## src/rtl/pairchk_pkg.sv

```systemverilog
package pairchk_pkg;

  localparam logic [2:0] CLS_ALU    = 3'd0;
  localparam logic [2:0] CLS_LOAD   = 3'd1;
  localparam logic [2:0] CLS_STORE  = 3'd2;
  localparam logic [2:0] CLS_BRANCH = 3'd3;
  localparam logic [2:0] CLS_FP     = 3'd4;

  typedef enum logic {SLOT_INT = 1'b0, SLOT_FP = 1'b1} slot_e;

  // only the FP code steers into the FP slot
  function automatic slot_e slot_of_class(input logic [2:0] cls);
    return (cls == CLS_FP) ? SLOT_FP : SLOT_INT;
  endfunction

  function automatic logic [1:0] count_issues(input logic a, input logic b);
    return {1'b0, a} + {1'b0, b};
  endfunction

endpackage

```

## src/rtl/pairchk_decode.sv

```systemverilog
module pairchk_decode
  import pairchk_pkg::*;
(
  input  logic       valid_i,
  input  logic [2:0] class_i,
  output logic       live_o,
  output slot_e      slot_o
);
  assign live_o = valid_i;
  assign slot_o = slot_of_class(class_i);
endmodule

```

## src/rtl/pairchk_dep.sv

```systemverilog
module pairchk_dep #(
  parameter int REG_W = 5
) (
  input  logic [REG_W-1:0] first_dst_i,
  input  logic             first_we_i,
  input  logic [REG_W-1:0] second_srca_i,
  input  logic             second_srca_en_i,
  input  logic [REG_W-1:0] second_srcb_i,
  input  logic             second_srcb_en_i,
  input  logic [REG_W-1:0] second_dst_i,
  input  logic             second_we_i,
  output logic             raw_hit_o,
  output logic             waw_hit_o,
  output logic             dep_hit_o
);
  // a specifier only counts when both sides are enabled
  function automatic logic spec_match(input logic [REG_W-1:0] a, input logic a_en,
                                      input logic [REG_W-1:0] b, input logic b_en);
    return a_en && b_en && (a == b);
  endfunction


  assign raw_hit_o = spec_match(first_dst_i, first_we_i, second_srca_i, second_srca_en_i)
                   | spec_match(first_dst_i, first_we_i, second_srcb_i, second_srcb_en_i);

  assign waw_hit_o = spec_match(first_dst_i, first_we_i, second_dst_i, second_we_i);
  assign dep_hit_o = raw_hit_o | waw_hit_o;
endmodule

```

## src/rtl/pairchk_arbiter.sv

```systemverilog
module pairchk_arbiter
  import pairchk_pkg::*;
(
  input  logic       clk,
  input  logic       rst_n,
  input  logic       stall_i,
  input  logic       live0_i,
  input  logic       live1_i,
  input  slot_e      slot0_i,
  input  slot_e      slot1_i,
  input  logic       dep_hit_i,
  output logic       int_issue_o,
  output logic       fp_issue_o,
  output logic       first_to_fp_o,
  output logic [1:0] consumed_o
);
  logic first_go;
  logic slot_clash;
  logic second_go;

  assign first_go   = live0_i && !stall_i;
  assign slot_clash = (slot0_i == slot1_i);
  assign second_go  = first_go && live1_i && !slot_clash && !dep_hit_i;

  always_ff @(posedge clk or negedge rst_n) begin
    if (!rst_n) begin
      int_issue_o   <= 1'b0;
      fp_issue_o    <= 1'b0;
      first_to_fp_o <= 1'b0;
      consumed_o    <= 2'd0;
    end else begin
      int_issue_o   <= (first_go && slot0_i == SLOT_INT) || (second_go && slot1_i == SLOT_INT);
      fp_issue_o    <= (first_go && slot0_i == SLOT_FP)  || (second_go && slot1_i == SLOT_FP);
      first_to_fp_o <= first_go && slot0_i == SLOT_FP;
      consumed_o    <= count_issues(first_go, second_go);
    end
  end

  AST_STALL_BLOCKS: assert property (@(posedge clk) disable iff (!rst_n)
    stall_i |=> (consumed_o == 2'd0 && !int_issue_o && !fp_issue_o));
  AST_IN_ORDER: assert property (@(posedge clk) disable iff (!rst_n)
    !live0_i |=> (consumed_o == 2'd0));
  AST_SAME_SLOT_SINGLE: assert property (@(posedge clk) disable iff (!rst_n)
    (live0_i && live1_i && slot0_i == slot1_i) |=> (consumed_o != 2'd2));
  AST_DEP_SINGLE: assert property (@(posedge clk) disable iff (!rst_n)
    dep_hit_i |=> (consumed_o != 2'd2));
  AST_ISSUE_COUNT: assert property (@(posedge clk) disable iff (!rst_n)
    $countones({int_issue_o, fp_issue_o}) == consumed_o);
  AST_FP_MAP: assert property (@(posedge clk) disable iff (!rst_n)
    first_to_fp_o |-> fp_issue_o);
  AST_PAIR_FILLS_BOTH: assert property (@(posedge clk) disable iff (!rst_n)
    (consumed_o == 2'd2) |-> (int_issue_o && fp_issue_o));
endmodule

```

## src/rtl/dual_issue_pair_check.sv

```systemverilog
module dual_issue_pair_check
  import pairchk_pkg::*;
#(
  parameter int REG_W = 5
) (
  input  logic             clk,
  input  logic             rst_n,
  input  logic             stall_i,
  input  logic             i0_valid_i,
  input  logic [2:0]       i0_class_i,
  input  logic [REG_W-1:0] i0_dst_i,
  input  logic             i0_dst_we_i,
  input  logic [REG_W-1:0] i0_srca_i,
  input  logic             i0_srca_en_i,
  input  logic [REG_W-1:0] i0_srcb_i,
  input  logic             i0_srcb_en_i,
  input  logic             i1_valid_i,
  input  logic [2:0]       i1_class_i,
  input  logic [REG_W-1:0] i1_dst_i,
  input  logic             i1_dst_we_i,
  input  logic [REG_W-1:0] i1_srca_i,
  input  logic             i1_srca_en_i,
  input  logic [REG_W-1:0] i1_srcb_i,
  input  logic             i1_srcb_en_i,
  output logic             int_issue_o,
  output logic             fp_issue_o,
  output logic             first_to_fp_o,
  output logic [1:0]       consumed_o
);
  localparam int NUM_POS = 2;

  logic [NUM_POS-1:0] valid_vec;
  logic [2:0]         class_vec [NUM_POS];
  logic [NUM_POS-1:0] live_vec;
  slot_e              slot_vec  [NUM_POS];

  assign valid_vec    = {i1_valid_i, i0_valid_i};
  assign class_vec[0] = i0_class_i;
  assign class_vec[1] = i1_class_i;

  for (genvar p = 0; p < NUM_POS; p++) begin : g_pos
    pairchk_decode u_dec (
      .valid_i (valid_vec[p]),
      .class_i (class_vec[p]),
      .live_o  (live_vec[p]),
      .slot_o  (slot_vec[p])
    );
  end

  // i0 source specifiers do not affect pairing: the second instruction
  // overwriting a first-instruction source is harmless when reads happen at issue.
  logic unused_first_srcs;
  assign unused_first_srcs = ^{i0_srca_i, i0_srca_en_i, i0_srcb_i, i0_srcb_en_i};

  logic raw_hit, waw_hit, dep_hit;

  pairchk_dep #(.REG_W(REG_W)) u_dep (
    .first_dst_i      (i0_dst_i),
    .first_we_i       (i0_dst_we_i),
    .second_srca_i    (i1_srca_i),
    .second_srca_en_i (i1_srca_en_i),
    .second_srcb_i    (i1_srcb_i),
    .second_srcb_en_i (i1_srcb_en_i),
    .second_dst_i     (i1_dst_i),
    .second_we_i      (i1_dst_we_i),
    .raw_hit_o        (raw_hit),
    .waw_hit_o        (waw_hit),
    .dep_hit_o        (dep_hit)
  );

  pairchk_arbiter u_arb (
    .clk           (clk),
    .rst_n         (rst_n),
    .stall_i       (stall_i),
    .live0_i       (live_vec[0]),
    .live1_i       (live_vec[1]),
    .slot0_i       (slot_vec[0]),
    .slot1_i       (slot_vec[1]),
    .dep_hit_i     (dep_hit),
    .int_issue_o   (int_issue_o),
    .fp_issue_o    (fp_issue_o),
    .first_to_fp_o (first_to_fp_o),
    .consumed_o    (consumed_o)
  );

  AST_RAW_FLAGS_DEP: assert property (@(posedge clk) disable iff (!rst_n)
    (raw_hit || waw_hit) |=> (consumed_o != 2'd2));
endmodule

```

## config.mk

```make
export PLATFORM = sky130hd
export DESIGN_NAME = dual_issue_pair_check
export DESIGN_NICKNAME = d
export VERILOG_FILES = /design/src/rtl/pairchk_pkg.sv /design/src/rtl/pairchk_decode.sv /design/src/rtl/pairchk_dep.sv /design/src/rtl/pairchk_arbiter.sv /design/src/rtl/dual_issue_pair_check.sv
export SDC_FILE = /design/constraint.sdc
export NUM_CORES = 1
export LEC_CHECK = 0
export BUFFER_PORTS_ARGS = -buffer_cell sky130_fd_sc_hd__clkbuf_2
export CAP_MARGIN = 20
export CORE_MARGIN = 2
export CORE_UTILIZATION = 31
export DETAILED_ROUTE_END_ITERATION = 7
export PLACE_DENSITY = 0.77
export RECOVER_POWER = 50
export REMOVE_ABC_BUFFERS = 1
export SYNTH_ARGS = -nofsm -noshare
export SYNTH_HDL_FRONTEND = slang
export SYNTH_HIERARCHICAL = 1
export SYNTH_SLANG_ARGS = --single-unit
```

## constraint.sdc

```tcl
create_clock -name clk -period 0.8 [get_ports clk]
set_input_delay 0.24 -clock clk [delete_from_list [all_inputs] [get_ports clk]]
set_output_delay 0.24 -clock clk [all_outputs]
set_load 0.005 [all_outputs]
```

# Word-level counts from Yosys, hierarchy flattened
# Cells that the tools add are included.
[word_totals] output_inout_bits=5 regBits=5 elab_cells=36
[op_classes] mux=2 n_reduce_logical=19 eq_ne=6 n_bitwise=4 addsub=1
[ops] op="$eq A5 B5 Y1" n=3
[ops] op="$logic_and A1 B1 Y1" n=14
[ops] op="$eq A3 B3 Y1 const B" n=2
[ops] op="$logic_not A1 Y1" n=3
[ops] op="$add A1 B1 Y2" n=1
[ops] op="$logic_or A1 B1 Y1" n=2
[ops] op="$mux W1" n=2
[ops] op="$not A1 Y1" n=2
[ops] op="$or A1 B1 Y1" n=2
[ops] op="$eq A1 B1 Y1" n=1

# Longest topological paths before layout
[depth] depth_word=8 mapped_depth=6 mapped_depth_nobuf=6

# By module
# The synthesis kept the hierarchy.
[modules_own_cells] mod="pairchk_arbiter" n_inst=1 cells_each=16 seq_area_each_um2=125.1 area_each_um2=198.9
[modules_own_cells] mod="pairchk_dep" n_inst=1 cells_each=24 seq_area_each_um2=0.0 area_each_um2=181.4
[modules_own_cells] mod="pairchk_decode" n_inst=2 cells_each=2 seq_area_each_um2=0.0 area_each_um2=20.0

# Least setup slack after synthesis
# OpenSTA, ideal clock, no wires.
[synth_path] kind="input -> register" from="in i1_srcb_i[3]" to="reg u_arb.consumed_o[0]" required_ns=0.674 path_stages=6 t_arrival_ns=1.272 slack_ns=-0.597 setup_ns=0.126 path_buffers=0 cell_sequence="xnor2_1 > nand4_1 > o22ai_1 > or2_1 > nor4b_1 > ha_1"
[synth_between] elab_chain_len=7
[synth_rtl] element="start: declaration" line="dual_issue_pair_check.sv:23" source="input logic [REG_W-1:0] i1_srcb_i,"
[synth_rtl] element="$eq A5 B5 Y1" line="pairchk_dep.sv:19" source="return a_en && b_en && (a == b);"
[synth_rtl] element="$logic_and A1 B1 Y1" line="pairchk_dep.sv:19"
[synth_rtl] element="$or A1 B1 Y1" line="pairchk_dep.sv:24" source="| spec_match(first_dst_i, first_we_i, second_srcb_i, second_srcb_en_i);"
[synth_rtl] element="via raw_hit" line="dual_issue_pair_check.sv:55" source="logic raw_hit, waw_hit, dep_hit;"
[synth_rtl] element="$or A1 B1 Y1" line="pairchk_dep.sv:27" source="assign dep_hit_o = raw_hit_o | waw_hit_o;"
[synth_rtl] element="via dep_hit" line="dual_issue_pair_check.sv:55"
[synth_rtl] element="$logic_not A1 Y1" line="pairchk_arbiter.sv:23" source="assign second_go = first_go && live1_i && !slot_clash && !dep_hit_i;"
[synth_rtl] element="$logic_and A1 B1 Y1" line="pairchk_arbiter.sv:23"
[synth_rtl] element="$add A1 B1 Y2" line="pairchk_pkg.sv:17" source="return {1'b0, a} + {1'b0, b};"
[synth_rtl] element="end signal: assignment" line="pairchk_arbiter.sv:35" source="consumed_o <= count_issues(first_go, second_go);"
[synth_rtl] element="end: declaration" line="pairchk_arbiter.sv:15" source="output logic [1:0] consumed_o"
# The timed path passes the listed nets, and every way through them passes these cells.

# Worst setup path in the final report
[layout_path] from="in i0_dst_i[1]" to="reg u_arb.int_issue_o"
[layout_between] elab_chain_len=8
[layout_rtl] element="start: declaration" line="dual_issue_pair_check.sv:11" source="input logic [REG_W-1:0] i0_dst_i,"
[layout_rtl] element="$eq A5 B5 Y1" line="pairchk_dep.sv:19"
[layout_rtl] element="$logic_and A1 B1 Y1" line="pairchk_dep.sv:19"
[layout_rtl] element="$or A1 B1 Y1 (*)" line="pairchk_dep.sv:24"
[layout_rtl] element="via raw_hit" line="dual_issue_pair_check.sv:55"
[layout_rtl] element="$or A1 B1 Y1 (*)" line="pairchk_dep.sv:27"
[layout_rtl] element="via dep_hit" line="dual_issue_pair_check.sv:55"
[layout_rtl] element="$logic_not A1 Y1 (*)" line="pairchk_arbiter.sv:23"
[layout_rtl] element="$logic_and A1 B1 Y1 (*)" line="pairchk_arbiter.sv:23"
[layout_rtl] element="$logic_and A1 B1 Y1 (*)" line="pairchk_arbiter.sv:32" source="int_issue_o <= (first_go && slot0_i == SLOT_INT) || (second_go && slot1_i == SLOT_INT);"
[layout_rtl] element="$logic_or A1 B1 Y1 (*)" line="pairchk_arbiter.sv:32"
[layout_rtl] element="end signal: assignment" line="pairchk_arbiter.sv:32"
[layout_rtl] element="end: declaration" line="pairchk_arbiter.sv:12" source="output logic int_issue_o,"
# Mark *: on every way through the listed nets, which the timed path passes. The rest lies on a longest branch.

==> results.sh <==
export IMPL_synth_top_cell_area_share=0.333
export IMPL_hold_violations=0
export IMPL_syn_area_per_cell_um2=9.55
export IMPL_fin_util=0.620
export IMPL_ys_ff_latch=5
export IMPL_powerDensity_mw_per_mm2=1080
export IMPL_die_area_mm2=0.00167
export IMPL_fmax_mhz=754
export IMPL_dpl_hpwl_um=900
export IMPL_crit_fanout=3
export IMPL_violations="setup timing"
export IMPL_cp_end_kind="register"
export IMPL_routed_wl_um=1020
export IMPL_yosys_warnings=6
export IMPL_tightest_slew_ns=0.249
export IMPL_synthCells=44
export IMPL_synth_area_um2=420
export IMPL_required_ns=0.97
export IMPL_vias=495
export IMPL_clockRootBuffer="clkbuf_4"
export IMPL_grtUsageTotal=0.146
export IMPL_synth_area_leader_cell="xnor2_1"
export IMPL_drt_iter0_drc=3
export IMPL_total_leakage_power_nw=0.399
export IMPL_io_pins=52
export IMPL_min_period_over_period=1.66
export IMPL_cts_tree="built"
export IMPL_yosysSeqAreaShare=0.298
export IMPL_area_growth_pct=89.6
export IMPL_synth_area_top_cells="xnor2_1, dfrtp_1, nor3b_2"
export IMPL_nets=139
export IMPL_clock_path_buffers=2
export IMPL_startpoint_type="input port"
export IMPL_drc=0
export IMPL_layout_cells_most_common="clkbuf_2"
export IMPL_cts_buffers=3
export IMPL_grt_max_degree=6
export IMPL_maxCapViolCount=0
export IMPL_most_common_layout_cells="clkbuf_2, xnor2_1, buf_6, dfrtp_1, xnor2_2"
export IMPL_slew_headroom=0.834
export IMPL_dr_pass1_iters=2
export IMPL_overflow=0
export IMPL_grt_pass1_vias=464
export IMPL_die_width_um=40.8
export IMPL_antenna_cells=0
export IMPL_wl_per_cell_um=9.70
export IMPL_port_buffers=39
export IMPL_status="finished, violations left"
export IMPL_slew_viol_final=0
export IMPL_htree_levels=1
export IMPL_dp_slack_ns=-0.820
export IMPL_irDropWorstVdd_v=0.000720
export IMPL_setup_tns_ns=-2.35
export IMPL_fin_ws_ns=-0.526
export IMPL_initial_utilization=0.327
export IMPL_synth_distinct_cells=16
export IMPL_vias_per_cell=4.71
export IMPL_antenna_found_initial=0
export IMPL_core_area_mm2=0.00128
export IMPL_grt_pass1_wl_um=1570
export IMPL_hold_start="i1_valid_i"
export IMPL_final_setup_viol_count=9
export IMPL_clk_pin_slew_ns=0.04
export IMPL_startpoint="i0_dst_i[1]"
export IMPL_holdWs_ns=0.279
export IMPL_die_h_um=40.8
export IMPL_rsz0062_at_grt="true"
export IMPL_clock_sinks=5
export IMPL_rows=13
export IMPL_hp_class="input port to register"
export IMPL_period_needed_ns=1.33
export IMPL_arrival_ns=1.50
export IMPL_ant_nets=0
export IMPL_place_congestion=0.639
export IMPL_drive_gt1_frac=0.611
export IMPL_critical_path_class="input port to register"
-- flip-flops by register name (all words and copies together), names as in the netlist --
register             cells
u_arb/consumed_o         2
u_arb/int_issue_o        1
u_arb/fp_issue_o         1
u_arb/first_to_fp_o      1
-- routing by layer --
layer	wire length (um)	global-route usage	vias up
li1	-	-	242
met1	272	0.114	222
met2	621	0.301	27
met3	100	0.0326	4
met4	24	0.100	0
met5	0	0	-
-- cells in the mapped netlist --
cell type	count
nand4_1	3
or3b_1	1
a21oi_1	2
nand3_1	3
nor2_1	2
nand2b_1	1
nor4b_1	1
dfrtp_1	5
or2_1	1
ha_1	1
o22ai_1	1
xnor2_1	16
inv_1	2
buf_4	2
nor3b_2	2
nand3b_1	1
-- what timing repair did --
| action | 4_1_cts | 5_1_grt |
|---|---|---|
| setup endpoints to repair | 9 | 9 |
| endpoints found under the hold margin | 5 | 0 |
| gates resized for setup | 6 | 20 |
| pin swaps | 3 | 10 |
| hold buffers | 1 | 0 |
| setup buffers | 0 | 0 |
-- path summary, 6_finish.rpt --
check                                      end  depth (start not counted)
min in group asynchronous  u_arb/consumed_o[1]                          2
max in group asynchronous  u_arb/first_to_fp_o                          2
min                           u_arb/fp_issue_o                          3
max                          u_arb/int_issue_o                          8
-- through the flow --
stage,cell area (um^2),power (mW),instances
floorplan,405,0.372,42
global placement,649,0.503,100
detailed placement,649,0.511,100
CTS,729,0.836,105
global route,797,0.916,105
finish,797,0.858,105
-- critical path, stage by stage --
cell,delay (ns)
buf_6,0.11
xnor2_2,0.12
nand3_1,0.09
o22ai_1,0.08
or2_1,0.25
buf_4,0.14
or3b_1,0.36
a21oi_2,0.12
-- layout make-up --
class	count	area (um^2)
fillers	104	488
flip-flops and latches	5	125
repair buffers	44	295
multi-input cells	35	324
inverters	2	7.51
clock buffers	4	26.3
well taps	15	18.8
-- power breakdown --
group          internal (mW)  switching (mW)  total, mW
clock                  0.188           0.101      0.289
combinational          0.195           0.110      0.305
sequential             0.262         0.00182      0.264
total                  0.646           0.212      0.858
-- cells by family (layout without fill, tap and decap cells) --
family                   after synthesis  in the layout  share of synthesized area
AND/OR/NAND/NOR                       15             15                      0.247
AO/OA/AOI/OAI                          3              3                     0.0387
adder cells (fa/ha/maj)                1              1                     0.0298
XOR/XNOR                              16             16                      0.333
buffers and inverters                  4             50                     0.0536
flip-flops                             5              5                      0.298
No activity file was read; power rests on OpenSTA's default activity.
